$ cat src/rtl/gpio_port_pkg.sv
package gpio_port_pkg;
  // word index = byte address [4:2]
  localparam logic [2:0] IDX_DIR_SET = 3'd0;
  localparam logic [2:0] IDX_DIR_CLR = 3'd1;
  localparam logic [2:0] IDX_OUT_LO  = 3'd2;
  localparam logic [2:0] IDX_OUT_HI  = 3'd3;
  localparam logic [2:0] IDX_PIN_RD  = 3'd4;
endpackage

$ cat src/rtl/gpio_pin_sync.sv
module gpio_pin_sync #(
  parameter int W      = 32,
  parameter int STAGES = 2
) (
  input  logic         clk,
  input  logic         rst,
  input  logic [W-1:0] d,
  output logic [W-1:0] q
);
  logic [W-1:0] stg [STAGES];

  always_ff @(posedge clk) begin
    if (rst) begin
      for (int i = 0; i < STAGES; i++) stg[i] <= '0;
    end else begin
      stg[0] <= d;
      for (int i = 1; i < STAGES; i++) stg[i] <= stg[i-1];
    end
  end

  assign q = stg[STAGES-1];
endmodule

$ cat src/rtl/gpio_dir_ctrl.sv
module gpio_dir_ctrl #(
  parameter int W = 32
) (
  input  logic         clk,
  input  logic         rst,
  input  logic         set_en,
  input  logic         clr_en,
  input  logic [W-1:0] bits,
  output logic [W-1:0] dir
);
  logic [W-1:0] set_m, clr_m;
  assign set_m = set_en ? bits : '0;
  assign clr_m = clr_en ? bits : '0;

  always_ff @(posedge clk) begin
    if (rst) dir <= '0;
    else     dir <= (dir | set_m) & ~clr_m;
  end


  dir_set_chk: assert property (@(posedge clk) disable iff (rst)
    set_en |=> ((dir & $past(bits)) == $past(bits)));

  dir_clr_chk: assert property (@(posedge clk) disable iff (rst)
    clr_en |=> ((dir & $past(bits)) == '0));

  dir_hold_chk: assert property (@(posedge clk) disable iff (rst)
    (set_en || clr_en) |=> (((dir ^ $past(dir)) & ~$past(bits)) == '0));
endmodule

$ cat src/rtl/gpio_out_half.sv
module gpio_out_half #(
  parameter int HW = 16
) (
  input  logic            clk,
  input  logic            rst,
  input  logic            wr_en,
  input  logic [2*HW-1:0] wdata,
  output logic [HW-1:0]   val
);
  logic [HW-1:0] en, nv;
  assign nv = wdata[HW-1:0];
  assign en = wr_en ? wdata[2*HW-1:HW] : '0;

  always_ff @(posedge clk) begin
    if (rst) val <= '0;
    else     val <= (val & ~en) | (nv & en);
  end


  half_update_chk: assert property (@(posedge clk) disable iff (rst)
    wr_en |=> (((val ^ $past(wdata[HW-1:0])) & $past(wdata[2*HW-1:HW])) == '0));

  half_mask_chk: assert property (@(posedge clk) disable iff (rst)
    wr_en |=> (((val ^ $past(val)) & ~$past(wdata[2*HW-1:HW])) == '0));

  half_keep_chk: assert property (@(posedge clk) disable iff (rst)
    !wr_en |=> $stable(val));
endmodule

$ cat src/rtl/masked_gpio_port.sv
module masked_gpio_port
  import gpio_port_pkg::*;
#(
  parameter int ADDR_W      = 5,
  parameter int DATA_W      = 32,
  parameter int SYNC_STAGES = 2
) (
  input  logic              clk,
  input  logic              rst,
  input  logic              bus_sel,
  input  logic              bus_we,
  input  logic [ADDR_W-1:0] bus_addr,
  input  logic [DATA_W-1:0] bus_wdata,
  output logic [DATA_W-1:0] bus_rdata,
  output logic              bus_rvalid,
  input  logic [DATA_W-1:0] pin_in,
  output logic [DATA_W-1:0] pin_out,
  output logic [DATA_W-1:0] pin_oe
);
  localparam int HALF_W = DATA_W / 2;
  localparam int NHALF  = 2;

  logic [2:0]        idx;
  logic              hit_hi;
  logic              wr, rd;
  logic [DATA_W-1:0] pins_s;
  logic [DATA_W-1:0] out_q;
  logic [DATA_W-1:0] rmux;

  assign idx    = bus_addr[4:2];
  assign hit_hi = (ADDR_W > 5) ? (bus_addr >> 5) != '0 : 1'b0;
  assign wr     = bus_sel && bus_we && !hit_hi && (bus_addr[1:0] == 2'b00);
  assign rd     = bus_sel && !bus_we;

  gpio_pin_sync #(.W(DATA_W), .STAGES(SYNC_STAGES)) u_sync (
    .clk(clk), .rst(rst), .d(pin_in), .q(pins_s)
  );

  gpio_dir_ctrl #(.W(DATA_W)) u_dir (
    .clk(clk), .rst(rst),
    .set_en(wr && idx == IDX_DIR_SET),
    .clr_en(wr && idx == IDX_DIR_CLR),
    .bits(bus_wdata),
    .dir(pin_oe)
  );

  for (genvar h = 0; h < NHALF; h++) begin : g_half
    gpio_out_half #(.HW(HALF_W)) u_half (
      .clk(clk), .rst(rst),
      .wr_en(wr && idx == (IDX_OUT_LO + 3'(h))),
      .wdata(bus_wdata),
      .val(out_q[h*HALF_W +: HALF_W])
    );
  end

  assign pin_out = out_q;

  always_comb begin
    rmux = '0;
    if (!hit_hi && bus_addr[1:0] == 2'b00) begin
      case (idx)
        IDX_DIR_SET, IDX_DIR_CLR: rmux = pin_oe;
        IDX_OUT_LO: rmux = {{HALF_W{1'b0}}, out_q[HALF_W-1:0]};
        IDX_OUT_HI: rmux = {{HALF_W{1'b0}}, out_q[DATA_W-1:HALF_W]};
        IDX_PIN_RD: rmux = pins_s;
        default:    rmux = '0;
      endcase
    end
  end

  always_ff @(posedge clk) begin
    if (rst) begin
      bus_rdata  <= '0;
      bus_rvalid <= 1'b0;
    end else begin
      bus_rvalid <= rd;
      if (rd) bus_rdata <= rmux;
    end
  end


  rvalid_chk: assert property (@(posedge clk) disable iff (rst)
    rd |=> bus_rvalid);

  rvalid_only_chk: assert property (@(posedge clk) disable iff (rst)
    !rd |=> !bus_rvalid);

  unmapped_wr_chk: assert property (@(posedge clk) disable iff (rst)
    (bus_sel && bus_we && idx > IDX_OUT_HI) |=> ($stable(pin_oe) && $stable(pin_out)));
endmodule

$ cat config.mk
export PLATFORM = sky130hd
export DESIGN_NAME = masked_gpio_port
export DESIGN_NICKNAME = d
export VERILOG_FILES = /design/src/rtl/gpio_port_pkg.sv /design/src/rtl/gpio_pin_sync.sv /design/src/rtl/gpio_dir_ctrl.sv /design/src/rtl/gpio_out_half.sv /design/src/rtl/masked_gpio_port.sv
export SDC_FILE = /design/constraint.sdc
export NUM_CORES = 1
export LEC_CHECK = 0
export BUFFER_PORTS_ARGS = -buffer_cell sky130_fd_sc_hd__buf_2
export CAP_MARGIN = 5
export CORE_MARGIN = 2
export CORE_UTILIZATION = 25
export DETAILED_ROUTE_END_ITERATION = 12
export HOLD_SLACK_MARGIN = 0.15
export PLACE_DENSITY = 0.54
export SYNTH_ARGS = -nofsm -noshare
export SYNTH_HDL_FRONTEND = slang
export SYNTH_SLANG_ARGS = --single-unit
$ cat constraint.sdc
create_clock -name clk -period 2.25 [get_ports clk]
set_input_delay 0.3375 -clock clk [delete_from_list [all_inputs] [get_ports clk]]
set_output_delay 0.3375 -clock clk [all_outputs]
set_load 0.01 [all_outputs]
==> flow_metrics.env, run 1 <==
export IMPL_cp_depth=1
export IMPL_initial_core_util_pct=25.2
export IMPL_pre_cts_ws_ps=436
export IMPL_firstDrtPassIters=8
export IMPL_slew_headroom_pct=58.0
export IMPL_path_buf_inv=1
export IMPL_ant_nets=0
export IMPL_syn_mean_instance_area_um2=9.48
export IMPL_die_area_um2=28300
export IMPL_synthTopCellsByCount="dfxtp_1, nor2b_1, clkbuf_1"
export IMPL_antenna_found_initial=4
export IMPL_p_seq_share_pct=46.2
export IMPL_met3_usage_pct=4.91
export IMPL_hold_class="in -> reg"
export IMPL_clock_fmax_mhz=713
export IMPL_end_kind="primary output"
export IMPL_setup_ws_ps=848
export IMPL_p_sw_share_pct=24.1
export IMPL_power_frac_clock_pct=46.3
export IMPL_fin_crit_sh_pct=62.3
export IMPL_grt_pass1_vias=5677
export IMPL_status="completed"
export IMPL_path_max_fanout=3
export IMPL_r2r_slack_ps=1230
export IMPL_p_int_uw=4800
export IMPL_worstPathRequired_ps=1910
export IMPL_path_delay_family="flip-flops"
export IMPL_htreeDepth=4
export IMPL_drt_initial_drc_count=522
export IMPL_startpoint="u_dir.dir[24]$_SDFF_PP0_"
export IMPL_dp_hpwl_um=16000
export IMPL_cts_tree="done"
export IMPL_reg2reg_depth=3
export IMPL_cts_resized=0
export IMPL_vias=5908
export IMPL_slew_viol_final=0
export IMPL_yosysUniqueCellTypes=33
export IMPL_worstSkewPairLatency_ps=430
export IMPL_yosysSeqAreaShare_pct=47.8
export IMPL_wl_per_cell_um=18.1
export IMPL_post_drt_via_cell_ratio=4.78
export IMPL_tns_ps=0
export IMPL_combPwrFrac_pct=7.5
export IMPL_use_met2_pct=26.6
export IMPL_coreArea_um2=26700
export IMPL_slowest_stage="dfxtp_1"
export IMPL_p_per_area_nw_per_um2=715
export IMPL_top_level_ports=170
export IMPL_rr_endpoint="bus_rdata[4]$_SDFFE_PP0P_"
export IMPL_drc=0
export IMPL_gp_congestion=0.864
export IMPL_cts_sinks=161
export IMPL_p_leak_uw=0.00362
export IMPL_criticalPathCategory="reg -> out"
export IMPL_synthCells=711
export IMPL_slowest_delay_ps=460
export IMPL_yosysWarnings=0
export IMPL_setup_viol=0
export IMPL_max_cap_viol_count=0
export IMPL_synth_top_area_cell="dfxtp_1"
export IMPL_grt_use_met1_pct=19.8
export IMPL_synth_main_ff_cell="dfxtp_1"
export IMPL_grt_remaining_overflow=0
export IMPL_critical_path_arrival_ps=1060
export IMPL_synth_seq_cells=161
export IMPL_cts_made_buffers=17
export IMPL_hold_ws_ps=148
export IMPL_busiest_layer="met2"
export IMPL_clkTransAtPathRegs_ps=60
export IMPL_grt_max_degree=65
export IMPL_root_buffer="clkbuf_16"
export IMPL_io_buffer_count=169
export IMPL_fin_nets=954
export IMPL_synth_nets=784
export IMPL_fin_worst_skew_ps=8.29
export IMPL_min_period_ps=1400
export IMPL_cts_setup_buffers=0
export IMPL_switchingPower_uw=1520
export IMPL_critPathCapture="pin_oe[24]"
export IMPL_rows=60
export IMPL_syn2layout_area_growth_pct=31.2
export IMPL_cp_start_kind="flop"
export IMPL_synth_area_leaders="dfxtp_1, nor2b_1, mux2i_1, a21oi_1, nand3b_1"
export IMPL_die_w_um=168
export IMPL_dieHeight_um=168
export IMPL_grtUsageTotal_pct=15.8
export IMPL_post_synth_top_count_cell="dfxtp_1"
export IMPL_synth_edf_count=0
export IMPL_worst_slew_pin_slew_ps=629
export IMPL_crit_chain="buf_2"
export IMPL_synth_top_cell_area_share_pct=47.8
export IMPL_grt_pass1_wl_um=33600
export IMPL_hold_viol_final=0
export IMPL_wl_um=22400
export IMPL_rsz0062_at_grt="no"
export IMPL_syn_area_um2=6740
export IMPL_ir_drop_mv=0.375
export IMPL_drive_gt1_share_pct=27.3
export IMPL_cts_buffer_depth=2
export IMPL_synthArstFlopShare_pct=0
==> worst reg2reg max path, delay by kind of cell (launching register included) <==
family,cells,cell delay [ps]
and+or+nand+nor,1,90
DFF,1,380
AOI/OAI and AO/OA,2,460
==> placed cells by master (no fill, tap or decap), types with 2 or more instances in the layout <==
cell type,instances
a221oi_2,10
clkbuf_8,2
clkbuf_1,2
bufinv_16,2
a222oi_1,16
buf_4,22
nand3b_1,32
nand4_1,16
a31o_1,8
nand3_1,32
clkinvlp_4,3
mux2i_1,32
diode_2,2
or4_1,16
o2bb2ai_1,16
dfxtp_1,161
a221oi_1,6
inv_6,3
o31ai_1,16
clkbuf_16,17
nand2b_1,33
a31o_2,8
nor2b_1,98
buf_12,3
buf_2,168
clkinv_4,2
dlygate4sd3_1,29
a21oi_1,48
nand2_1,33
a21o_1,16
inv_1,32
==> area by class of cell <==
class                   instances  area (um^2)
diodes                          2         5.00
clock buffers                  21          460
clock inverters                10          126
fillers                      2788        17900
inverters                      32          120
multi-input cells             447         3120
flip-flops and latches        161         3220
well taps                     341          427
repair buffers                222         1360
==> metrics by stage <==
step	instance area [um^2]	utilization (%)	power (uW)	cells
global route	8840	33.1	6550	1234
CTS	8840	33.1	6390	1234
finish	8840	33.1	6330	1236
detailed placement	7960	29.8	3420	1174
floorplan	6740	-	3220	711
global placement	7960	29.8	3420	1174
==> worst min path at each step <==
stage / from / endpoint / cells after the start / slack [ps]
global route: bus_we / bus_rvalid$_SDFF_PP0_ / 2 / 160
CTS: pin_in[31] / u_sync.stg[0][31]$_SDFF_PP0_ / 2 / 150
detailed placement: u_sync.stg[0][26]$_SDFF_PP0_ / u_sync.stg[0][58]$_SDFF_PP0_ / 1 / 420
floorplan: u_sync.stg[0][0]$_SDFF_PP0_ / u_sync.stg[0][32]$_SDFF_PP0_ / 1 / 410
finish: pin_in[7] / u_sync.stg[0][7]$_SDFF_PP0_ / 2 / 150
global placement: u_sync.stg[0][19]$_SDFF_PP0_ / u_sync.stg[0][51]$_SDFF_PP0_ / 1 / 420
==> per-layer routing <==
| layer | vias to the layer above | share of wire [%] |
|---|---|---|
| li1 | 2856 | - |
| met1 | 2816 | 44 |
| met2 | 210 | 47 |
| met3 | 22 | 7.5 |
| met4 | 4 | 0.91 |
| met5 | - | 0.12 |
==> logic make-up after synthesis <==
family	after synthesis	share of synthesized area, %
AO/OA/AOI/OAI	146	16.9
buffers and inverters	103	6.18
flip-flops	161	47.8
AND/OR/NAND/NOR	269	24.4
multiplexers	32	4.75
==> timing repair <==
action                                  in CTS  in global routing
endpoints found under the hold margin       29                  0
hold buffers                                29                  0
endpoints found under the setup margin       0                  0
==> power by group through the flow <==
stage / registers [uW] / clock network [uW] / logic, uW
after floorplan: 2980 / 0 / 237
after global placement: 2990 / 0 / 433
after detailed placement: 2990 / 0 / 435
after CTS: 2920 / 2990 / 475
after global routing: 2930 / 3100 / 514
final: 2920 / 2930 / 473
Note: power is estimated with default switching activity, not from simulation.
==> run 2, diff against run 1 <==
--- a/config.mk
+++ b/config.mk
@@ -11,7 +11,7 @@
 export CORE_UTILIZATION = 25
 export DETAILED_ROUTE_END_ITERATION = 12
 export HOLD_SLACK_MARGIN = 0.15
-export PLACE_DENSITY = 0.54
+export PLACE_DENSITY = 0.55
 export SYNTH_ARGS = -nofsm -noshare
 export SYNTH_HDL_FRONTEND = slang
 export SYNTH_SLANG_ARGS = --single-unit
==> constraint.sdc (replaced) <==
create_clock -name clk -period 1.1 [get_ports clk]
set_input_delay 0.165 -clock clk [delete_from_list [all_inputs] [get_ports clk]]
set_output_delay 0.165 -clock clk [all_outputs]
set_load 0.01 [all_outputs]
==> flow_metrics.env, run 2 (same netlist as run 1, synthesis figures left out) <==
export IMPL_grt_pass1_wl_um=36100
export IMPL_fin_worst_skew_ps=8.50
export IMPL_path_max_fanout=32
export IMPL_busiest_layer="met2"
export IMPL_drive_gt1_share_pct=41.3
export IMPL_dp_hpwl_um=16200
export IMPL_worstSkewPairLatency_ps=420
export IMPL_mostFrequentLayoutCells="buf_2, nor2b_1, buf_4"
export IMPL_rows=60
export IMPL_placed_cell_area_um2=8520
export IMPL_cts_buffer_depth=2
export IMPL_vias=6207
export IMPL_top_level_ports=170
export IMPL_setup_viol=1
export IMPL_cts_sinks=161
export IMPL_critical_path_arrival_ps=1440
export IMPL_grt_use_met1_pct=21.1
export IMPL_grtUsageTotal_pct=16.6
export IMPL_clock_fmax_mhz=907
export IMPL_hold_ws_ps=14.9
export IMPL_die_w_um=168
export IMPL_use_met2_pct=28.1
export IMPL_grt_remaining_overflow=0
export IMPL_worstPathRequired_ps=1440
export IMPL_firstDrtPassIters=5
export IMPL_max_cap_viol_count=0
export IMPL_stdcell_area_um2=10200
export IMPL_slew_headroom_pct=75.0
export IMPL_wl_per_cell_um=17.5
export IMPL_criticalPathCategory="in -> reg"
export IMPL_initial_core_util_pct=25.2
export IMPL_dieHeight_um=168
export IMPL_coreArea_um2=26700
export IMPL_end_kind="flop"
export IMPL_drc=0
export IMPL_p_leak_uw=0.00418
export IMPL_clkTransAtPathRegs_ps=70
export IMPL_die_area_um2=28300
export IMPL_grt_pass1_vias=6237
export IMPL_slew_viol_final=0
export IMPL_hold_class="in -> reg"
export IMPL_cts_tree="done"
export IMPL_hold_viol_final=0
export IMPL_p_per_area_nw_per_um2=1280
export IMPL_mostFrequentLayoutCell="buf_2"
export IMPL_wl_um=23200
export IMPL_cp_start_kind="input pin"
export IMPL_fin_nets=1043
export IMPL_status="complete, but fails checks"
export IMPL_tns_ps=-2.26
export IMPL_ir_drop_mv=0.877
export IMPL_syn2layout_area_growth_pct=50.6
export IMPL_rsz0062_at_grt="yes"
export IMPL_min_period_ps=1100
export IMPL_multiInputGateArea_um2=3200
export IMPL_ff_latch_area_um2=3360
export IMPL_num_fill_cells=2679
export IMPL_setup_ws_ps=-2.26
export IMPL_pre_cts_ws_ps=-433
export IMPL_violations="negative setup slack"
export IMPL_io_buffer_count=169
export IMPL_final_util_pct=38.0
export IMPL_grt_max_degree=36
export IMPL_antenna_found_initial=2
export IMPL_fin_crit_sh_pct=100
export IMPL_ant_nets=0
export IMPL_met3_usage_pct=3.76
export IMPL_cts_made_buffers=17
export IMPL_drt_initial_drc_count=513
export IMPL_gp_congestion=0.764
export IMPL_post_drt_via_cell_ratio=4.68
export IMPL_worst_slew_pin_slew_ps=375
export IMPL_root_buffer="clkbuf_16"
export IMPL_htreeDepth=4
## run 2: cell count changes in the layout (fill, tap and decap cells not counted), moves of 3 or more
cell           before  now
a21oi_2             0    4
buf_2             168  122
dfxtp_1           161   74
clkinv_2            0    3
buf_6               0   33
dfxtp_2             0   77
buf_4              22   86
buf_12              3   15
dfxtp_4             0   10
a21oi_1            48   44
dlygate4sd3_1      29   54
## run 2: path summary, 6_finish.rpt
kind	start	end	slack [ps]	cells past startpoint
worst min register to register	u_sync.stg[0][6]$_SDFF_PP0_	u_sync.stg[0][38]$_SDFF_PP0_	440	1
worst min-delay path	bus_wdata[12]	flop	10	3
worst max-delay path	bus_addr[3]	flop	-2	5
worst max register to register	u_dir.dir[14]$_SDFF_PP0_	bus_rdata[14]$_SDFFE_PP0P_	50	3
## run 2: layer usage
layer  vias up  part of all wire (%)  wire length, um
met5         -                 0.047               11
met4         2                   1.9              448
met3        24                   5.9             1380
met2       186                    48            11000
met1      2954                    45            10400
li1       3041                     -                -
## run 2: power breakdown
| group | leakage, uW | internal [uW] | total, uW | switching, uW |
|---|---|---|---|---|
| logic | 0.00255 | 625 | 1260 | 635 |
| clock network | 0.000271 | 3260 | 5760 | 2510 |
| registers | 0.00136 | 5920 | 5950 | 32.8 |
| total | 0.00418 | 9800 | 13000 | 3170 |
## run 2: final cells by class
| class | instances | area share, % |
|---|---|---|
| Sequential cell | 161 | 33.1 |
| Multi-Input combinational cell | 447 | 31.5 |
| Timing Repair Buffer | 311 | 24.4 |
| Clock buffer | 21 | 4.54 |
| Tap cell | 341 | 4.20 |
| Inverter | 32 | 1.18 |
| Clock inverter | 11 | 1.01 |
| Antenna cell | 1 | 0.0247 |
## run 2: what timing repair did
action / CTS / global route
resized for setup: 99 / 55
pin swaps: 0 / 3
hold buffers: 51 / 4
setup endpoints to repair: 76 / 81
endpoints found under the hold margin: 90 / 39
setup buffers: 9 / 10
## run 2: critical path: stages
cell	delay (ps)
buf_2	110
buf_4	180
nand2b_4	230
or4_1	570
a21oi_1	170
## run 2: metrics by stage
step	power, uW	cells
3_5_place_dp	7200	1222
4_1_cts	13100	1312
5_1_grt	13500	1324
6_report	13000	1325
2_1_floorplan	6650	711
3_3_place_gp	7190	1222
